## src/rtl/adc_scan_regs.sv

```systemverilog
module adc_scan_regs #(
  parameter int CLK_HZ     = 1_000_000,
  parameter int CONV_CYC   = 4,
  parameter int SETTLE_CYC = 8,
  parameter int FIFO_DEPTH = 16
) (
  input  logic        clk,
  input  logic        rst_n,
  input  logic        wr_en,
  input  logic        rd_en,
  input  logic [3:0]  addr,
  input  logic [7:0]  wdata,
  output logic [7:0]  rdata,
  input  logic        ext_tick,
  output logic [4:0]  conv_chan,
  input  logic [15:0] conv_data,
  output logic        irq
);
  localparam int US_CYC = CLK_HZ / 1_000_000;
  localparam int AW     = (FIFO_DEPTH > 1) ? $clog2(FIFO_DEPTH) : 1;
  localparam int TW     = $clog2(20 * US_CYC + CONV_CYC + 1);
  localparam int SW     = $clog2(SETTLE_CYC + 1);

  typedef enum logic [1:0] {S_IDLE, S_CONV, S_GAP} st_t;

  st_t            st;
  logic [TW-1:0]  tmr, gap_len;
  logic [4:0]     cur_chan, lo_q, hi_q;
  logic [5:0]     cfg_q;
  logic           fen_q, sen_q, ien_q, pend_q, ovf_q;
  logic [SW-1:0]  settle_cnt;
  logic [15:0]    mem [FIFO_DEPTH];
  logic [AW-1:0]  wr_ptr, rd_ptr;
  logic [AW:0]    fcount;

  wire busy      = (st != S_IDLE);
  wire start_req = (wr_en && addr == 4'd0) || ext_tick;
  wire conv_done = (st == S_CONV) && (tmr == '0);
  wire last_chan = !sen_q || (cur_chan == hi_q);
  wire settling  = (settle_cnt != '0);
  wire empty     = (fcount == '0);
  wire full      = (fcount == (AW+1)'(FIFO_DEPTH));
  wire half      = (fcount >= (AW+1)'(FIFO_DEPTH / 2));
  wire fifo_clr  = wr_en && addr == 4'd7 && wdata[1];
  wire pop       = rd_en && addr == 4'd1 && !empty;
  wire push      = conv_done;
  wire store     = push && (!fen_q || !full);

  assign conv_chan = cur_chan;
  assign irq       = pend_q && ien_q;

  function automatic logic [AW-1:0] nxt(input logic [AW-1:0] p);
    return (p == AW'(FIFO_DEPTH - 1)) ? '0 : p + 1'b1;
  endfunction

  always_comb begin
    case (cfg_q[5:4])
      2'd0:    gap_len = TW'(20 * US_CYC - 1);
      2'd1:    gap_len = TW'(15 * US_CYC - 1);
      2'd2:    gap_len = TW'(10 * US_CYC - 1);
      default: gap_len = TW'(5 * US_CYC - 1);
    endcase
  end

  always_ff @(posedge clk) begin
    if (!rst_n) begin
      st       <= S_IDLE;
      tmr      <= '0;
      cur_chan <= '0;
    end else begin
      case (st)
        S_IDLE: if (start_req) begin
          st       <= S_CONV;
          tmr      <= TW'(CONV_CYC - 1);
          cur_chan <= lo_q;
        end
        S_CONV: if (tmr != '0) tmr <= tmr - 1'b1;
          else if (last_chan) st <= S_IDLE;
          else begin
            cur_chan <= cur_chan + 1'b1;
            st       <= S_GAP;
            tmr      <= gap_len;
          end
        default: if (tmr != '0) tmr <= tmr - 1'b1;
          else begin
            st  <= S_CONV;
            tmr <= TW'(CONV_CYC - 1);
          end
      endcase
    end
  end

  always_ff @(posedge clk) begin
    if (!rst_n) begin
      lo_q <= '0; hi_q <= '0; cfg_q <= '0;
      fen_q <= 1'b0; sen_q <= 1'b0; ien_q <= 1'b0; pend_q <= 1'b0;
      settle_cnt <= '0;
    end else begin
      if (wr_en && addr == 4'd2) lo_q <= wdata[4:0];
      if (wr_en && addr == 4'd3) hi_q <= wdata[4:0];
      if (wr_en && addr == 4'd7) begin
        fen_q <= wdata[3];
        sen_q <= wdata[2];
      end
      if (wr_en && addr == 4'd9) ien_q <= wdata[7];
      if (wr_en && addr == 4'd11) begin
        cfg_q      <= wdata[5:0];
        settle_cnt <= SW'(SETTLE_CYC);
      end else if (settling) settle_cnt <= settle_cnt - 1'b1;
      if (conv_done && last_chan && ien_q) pend_q <= 1'b1;
      else if ((wr_en && addr == 4'd8 && wdata[3]) || (wr_en && addr == 4'd9 && !wdata[7]))
        pend_q <= 1'b0;
    end
  end

  always_ff @(posedge clk) begin
    if (!rst_n || fifo_clr) begin
      wr_ptr <= '0; rd_ptr <= '0; fcount <= '0; ovf_q <= 1'b0;
    end else if (push && !fen_q) begin
      rd_ptr <= wr_ptr;
      wr_ptr <= nxt(wr_ptr);
      fcount <= (AW+1)'(1);
    end else begin
      if (pop) rd_ptr <= nxt(rd_ptr);
      if (store) begin
        wr_ptr <= nxt(wr_ptr);
        fcount <= fcount + 1'b1 - (AW+1)'(pop);
      end else begin
        fcount <= fcount - (AW+1)'(pop);
        if (push) ovf_q <= 1'b1;
      end
    end
  end

  always_ff @(posedge clk) if (store) mem[wr_ptr] <= conv_data;

  always_comb begin
    case (addr)
      4'd0:    rdata = mem[rd_ptr][7:0];
      4'd1:    rdata = mem[rd_ptr][15:8];
      4'd2:    rdata = {3'b000, lo_q};
      4'd3:    rdata = {3'b000, hi_q};
      4'd7:    rdata = {empty, half, full, ovf_q, fen_q, sen_q, 2'b00};
      4'd8:    rdata = {busy, 2'b11, cur_chan};
      4'd9:    rdata = {pend_q, 7'b0};
      4'd11:   rdata = {settling, 3'b000, cfg_q[3:0]};
      default: rdata = 8'h00;
    endcase
  end
endmodule

```

## config.mk

```make
export PLATFORM = sky130hd
export DESIGN_NAME = adc_scan_regs
export DESIGN_NICKNAME = d
export VERILOG_FILES = /design/src/rtl/adc_scan_regs.sv
export SDC_FILE = /design/constraint.sdc
export NUM_CORES = 1
export LEC_CHECK = 0
export BUFFER_PORTS_ARGS = -buffer_cell sky130_fd_sc_hd__buf_2
export CAP_MARGIN = 20
export CORE_AREA = 5 5 191 193
export CTS_BUF_LIST = sky130_fd_sc_hd__clkbuf_4 sky130_fd_sc_hd__clkbuf_8
export DETAILED_ROUTE_END_ITERATION = 10
export DIE_AREA = 0 0 196 198
export GPL_ROUTABILITY_DRIVEN = 0
export GPL_TIMING_DRIVEN = 0
export PLACE_DENSITY_LB_ADDON = 0.25
export SYNTH_ARGS = -nofsm -noshare
export SYNTH_HDL_FRONTEND = slang
export SYNTH_SLANG_ARGS = --single-unit
```

## constraint.sdc

```tcl
create_clock -name clk -period 3.8 [get_ports clk]
set_clock_uncertainty 0.15 [all_clocks]
set_input_delay 0.38 -clock clk [delete_from_list [all_inputs] [get_ports clk]]
set_output_delay 0.38 -clock clk [all_outputs]
set_load 0.005 [all_outputs]
```

==> run metrics, run 1 <==
worst-margin pin slew 1.12 ns; largest net degree at the start of global routing 17; design area 15500 um2; global route overflow 0; Rows 68; Core ar. 34400 um2; Buffers on Ports 44; Mapped Cells 890; Final min period 3.66 ns; sequential area share after synthesis 0.663; syn_nets 947; share of cells above drive strength 1 0.283; sequence of cells on the critical path buf_2, buf_2, mux4_2, nand2_1, nand2_1, o211ai_1, nand3_1, buf_2; IR drop worst, VDD 268 uV; clk buf depth 3; Final Setup Violations 0; crit start category register; DRT iter0 DRCs 501; dominant synthesized flop cell edfxtp_1; Initial Utilization 0.385; dpl hpwl 21900 um; vias in the first global route 8166; non-filler instance count after layout 1510; Post-Route WL 32800 um; slowest CP cell dfxtp_1; CTS tree yes; max_slew headroom 0.255; Die X 196 um; clk sinks 310; Total Nets Final 1075; Syn. warnings 0; Crit. End Element output port; RSZ-0062 raised after global routing false; Chip Height 198 um; Die Area 38800 um2; Max Fclk 274 MHz; Vias 8066; DP Cell Count 1404; minimum hold slack 0.0415 ns; clock-pin slew on the worst setup and hold paths 0.06 ns; syn avg cell area 14.9 um2; Final Hold Fails 0; Area Overhead vs Synth 16.9%; via-per-instance ratio 5.34; fillcell total 3112; WP data arrival 3.13 ns; Total Power 7540 uW; All-Layer GR Usage 0.168; Final Max Tran Viols 0; clk_lat worst skew 0.57 ns; initial antenna violation count 0; FF-to-FF Start fcount[2]; final design utilization 0.450; Max FO, Critical Path 10; most used cell, CP buf_2; # DRC 0; Distinct cells, synth 70; most frequent cells in the layout edfxtp_1 (256), mux2_2 (72), buf_2 (63); post-synthesis cell area 13200 um2; Num CTS Buffers 51; Post-synth EDFFs 256; flops & latches, synth 310; CP Buf/Inv Count 3; postcts setup bufs 0; Power per Cell Area 488 nW/um2; IO Pins 47; Max H-tree Level 2; critical path class register to output port; CP Data Required Time 3.27 ns; status completed; root buffer cell clkbuf_8; most common cell after layout, fill and taps aside edfxtp_1; HP Class primary input to register; hold path start conv_data[0]; cell family with most CP delay buffers and inverters; Worst path max stage delay 0.54 ns; DP Area 14300 um2; first-pass GRT wire length 49500 um; Final Cycle Share 0.962; antenna violation net count after detailed routing 0; Max-Cap Viols 0; Post-synth ARST share 0; leakage power 0.00517 uW; Antenna diodes 0; drt pass-1 iters 5; drt wl/cell 21.7 um
[through the flow]
stage / setup WS, ns / TNS [ns]
2_1_floorplan: 0.667 / 0
3_3_place_gp: -1.31 / -94.21
3_5_place_dp: 0.349 / 0
4_1_cts: 0.0149 / 0
5_1_grt: 0.0229 / 0
6_report: 0.144 / 0
[state kept, by name, indices dropped and copies added, names as in the netlist, named ones only]
register	count
mem	256
pend_q	1
sen_q	1
conv_chan	5
cfg_q	6
ien_q	1
tmr	5
fen_q	1
settle_cnt	4
rd_ptr	4
st	2
hi_q	5
lo_q	5
ovf_q	1
fcount	5
wr_ptr	4
[worst paths after layout]
kind / slack [ns] / endpoint / depth (start not counted)
setup / recovery: 0.14 / rdata[7] / 8
setup reg to reg: 0.43 / mem[0][12] / 6
hold / removal: 0.04 / mem[1][0] / 1
hold reg to reg: 0.32 / ien_q / 2
[report_power, final]
| group | switching, uW | total [uW] | internal [uW] |
|---|---|---|---|
| clock | 1290 | 2880 | 1590 |
| combinational | 512 | 880 | 367 |
| sequential | 46.6 | 3780 | 3740 |
[synth_stat cells, types with 3 or more instances]
cell type / instances / area [um2]
a32oi_1: 3 / 26.3
a211oi_1: 22 / 165
buf_2: 21 / 105
o21ai_0: 10 / 50.1
nor2b_1: 4 / 25.0
o32ai_1: 3 / 26.3
a221oi_1: 3 / 26.3
edfxtp_1: 256 / 7690
or3_1: 3 / 18.8
nand3b_1: 5 / 37.5
inv_1: 22 / 82.6
nor3_1: 21 / 105
nand2b_1: 6 / 37.5
a31oi_1: 5 / 31.3
xnor2_1: 6 / 52.6
ha_1: 24 / 300
clkbuf_1: 23 / 86.3
a21oi_1: 26 / 130
mux4_2: 30 / 676
mux2i_1: 24 / 240
nand2_1: 49 / 184
o22ai_1: 33 / 206
and2_1: 10 / 62.6
nor2_1: 63 / 236
o221ai_1: 3 / 26.3
nor3b_1: 6 / 45.0
mux2_2: 72 / 811
dfxtp_1: 54 / 1080
o211ai_1: 7 / 52.6
nand3_1: 20 / 100
xor2_1: 9 / 78.8
[timing repair]
action                                  CTS  global route
resized for setup                         6             5
hold endpoints to repair                162             0
hold buffers                             17             0
endpoints found under the setup margin    2             7
[cells by family after synthesis]
group | synth area share
flops | 0.663
fa+ha+maj | 0.0227
compound gates | 0.0713
xor+xnor | 0.00994
mux | 0.131
simple gates | 0.0799
buf+inv | 0.0225
[per-layer routing]
metal | vias to the layer above | GRT usage | wire (um)
met3 | 74 | 0.0374 | 2110
met2 | 269 | 0.272 | 15300
met5 | - | 0 | 0
li1 | 3711 | - | -
met4 | 0 | 0.0535 | 996
met1 | 4012 | 0.226 | 14300
[cell type report]
class | instances | area (um2) | share of cell area
clock inverters | 8 | 50.0 | 0.00324
clock buffers | 82 | 953 | 0.0617
repair buffers | 77 | 629 | 0.0407
multi-input cells | 510 | 4190 | 0.271
inverters | 23 | 86.3 | 0.00558
well taps | 455 | 569 | 0.0368
plain buffers | 45 | 220 | 0.0142
flip-flops and latches | 310 | 8770 | 0.567
No activity file was read; power rests on OpenSTA's default activity.
==> run 2, diff against run 1 <==
--- a/config.mk
+++ b/config.mk
@@ -7,10 +7,10 @@
 export LEC_CHECK = 0
 export BUFFER_PORTS_ARGS = -buffer_cell sky130_fd_sc_hd__buf_2
 export CAP_MARGIN = 20
-export CORE_AREA = 5 5 191 193
+export CORE_AREA = 5 5 178 180
 export CTS_BUF_LIST = sky130_fd_sc_hd__clkbuf_4 sky130_fd_sc_hd__clkbuf_8
 export DETAILED_ROUTE_END_ITERATION = 10
-export DIE_AREA = 0 0 196 198
+export DIE_AREA = 0 0 183 185
 export GPL_ROUTABILITY_DRIVEN = 0
 export GPL_TIMING_DRIVEN = 0
 export PLACE_DENSITY_LB_ADDON = 0.25
==> run metrics, run 2 (synthesis gave the netlist of run 1 again) <==
postcts setup bufs 0; antenna violation net count after detailed routing 0; Chip Height 185 um; Flop pwr share 0.499; most frequent cells in the layout edfxtp_1 (256), mux2_2 (72), buf_2 (64); Max FO, Critical Path 10; Crit. End Element output port; sequence of cells on the critical path buf_2, nand2b_1, clkbuf_1, clkbuf_2, o22ai_1, nor4_1, a211oi_1, o311ai_1, buf_2; post-route setup slack 0.132 ns; IR drop worst, VDD 254 uV; All-Layer GR Usage 0.192; drt pass-1 iters 5; dpl hpwl 21800 um; Final Cycle Share 0.965; largest net degree at the start of global routing 17; biggest regs mem: 256 flops, cfg_q: 6 flops; Largest Register mem; Antenna diodes 0; clk buf depth 3; Post-Route WL 32300 um; most used cell, CP buf_2; drt wl/cell 22.3 um; Clk pwr share 0.384; most common cell after layout, fill and taps aside edfxtp_1; Area Overhead vs Synth 16.0%; CTS tree yes; first-pass GRT wire length 49500 um; HP Class primary input to register; crit start category register; Max H-tree Level 2; RSZ-0062 raised after global routing false; Die Area 33900 um2; global route overflow 0; root buffer cell clkbuf_8; clk_lat worst skew 0.56 ns; Final Max Tran Viols 0; status completed; Worst path max stage delay 0.44 ns; CP Buf/Inv Count 4; Vias 8040; non-filler instance count after layout 1449; Comb pwr share 0.116; design area 15300 um2; Core ar. 30000 um2; Die X 183 um; DRT iter0 DRCs 718; Max-Cap Viols 0; Total Nets Final 1070; internal power 5710 uW; Initial Utilization 0.440; Final Setup Violations 0; DP Area 14200 um2; clock-pin slew on the worst setup and hold paths 0.07 ns; IO Pins 47; Final Hold Fails 0; FF-to-FF Start fcount[2]; Buffers on Ports 44; CP Data Required Time 3.27 ns; worst-margin pin slew 1.12 ns; Num CTS Buffers 52; Rows 64; initial antenna violation count 1; leakage power 0.00515 uW; DP Cell Count 1347; Final min period 3.67 ns; clk sinks 310; Max Fclk 273 MHz; hold path start conv_data[3]; max reg flops 256; # DRC 0; switch share 0.246; critical path class register to output port; cell family with most CP delay buffers and inverters; via-per-instance ratio 5.55; WP data arrival 3.14 ns; share of cells above drive strength 1 0.280; setup TNS 0 ns; Power per Cell Area 494 nW/um2; max_slew headroom 0.251; slowest CP cell nor4_1; Switch Pwr 1870 uW; vias in the first global route 8228; Setup WS pre-CTS 0.421 ns; Total Power 7570 uW
## run 2: final timing paths
check,to,slack [ns],cells past startpoint
setup / recovery,rdata[4],0.13,9
hold / removal,mem[2][3],0.03,1
hold reg to reg,ien_q,0.33,2
setup reg to reg,mem[11][13],0.56,8
## run 2: per-layer routing
metal / vias to the layer above / track usage / routed length (um)
met2: 275 / 0.312 / 15500
met3: 68 / 0.0312 / 1920
met1: 3988 / 0.264 / 14000
li1: 3707 / - / -
met4: 2 / 0.0673 / 976
met5: - / 0 / 13
## run 2: through the flow
stage | utilization | hold WS, ns
2_1_floorplan | - | 0.287
3_3_place_gp | 0.464 | 0.310
3_5_place_dp | 0.474 | 0.319
4_1_cts | 0.510 | 0.000904
5_1_grt | 0.511 | 0.0174
6_report | 0.511 | 0.0345
## run 2: power groups by stage
stage                     Clock (uW)  Combinational [uW]  Sequential, uW
after floorplan                    0                 599            3840
after global placement             0                 857            3850
after detailed placement           0                 871            3850
after CTS                       2980                 885            3780
after global routing            3130                 975            3790
final                           2910                 881            3780
## run 2: layout make-up
type,count,area (um2)
Buffer,47,224
Clock buffer,70,857
Clock inverter,24,166
Multi-Input combinational cell,510,4190
Sequential cell,310,8770
Timing Repair Buffer,69,558
Fill cell,2577,14700
Inverter,23,86.3
Tap cell,396,495
## run 2: what timing repair did
action / CTS / global route
endpoints found under the hold margin: 16 / 0
cloned: 0 / 0
hold buffers: 7 / 0
resized for setup: 3 / 9
setup endpoints to repair: 4 / 5
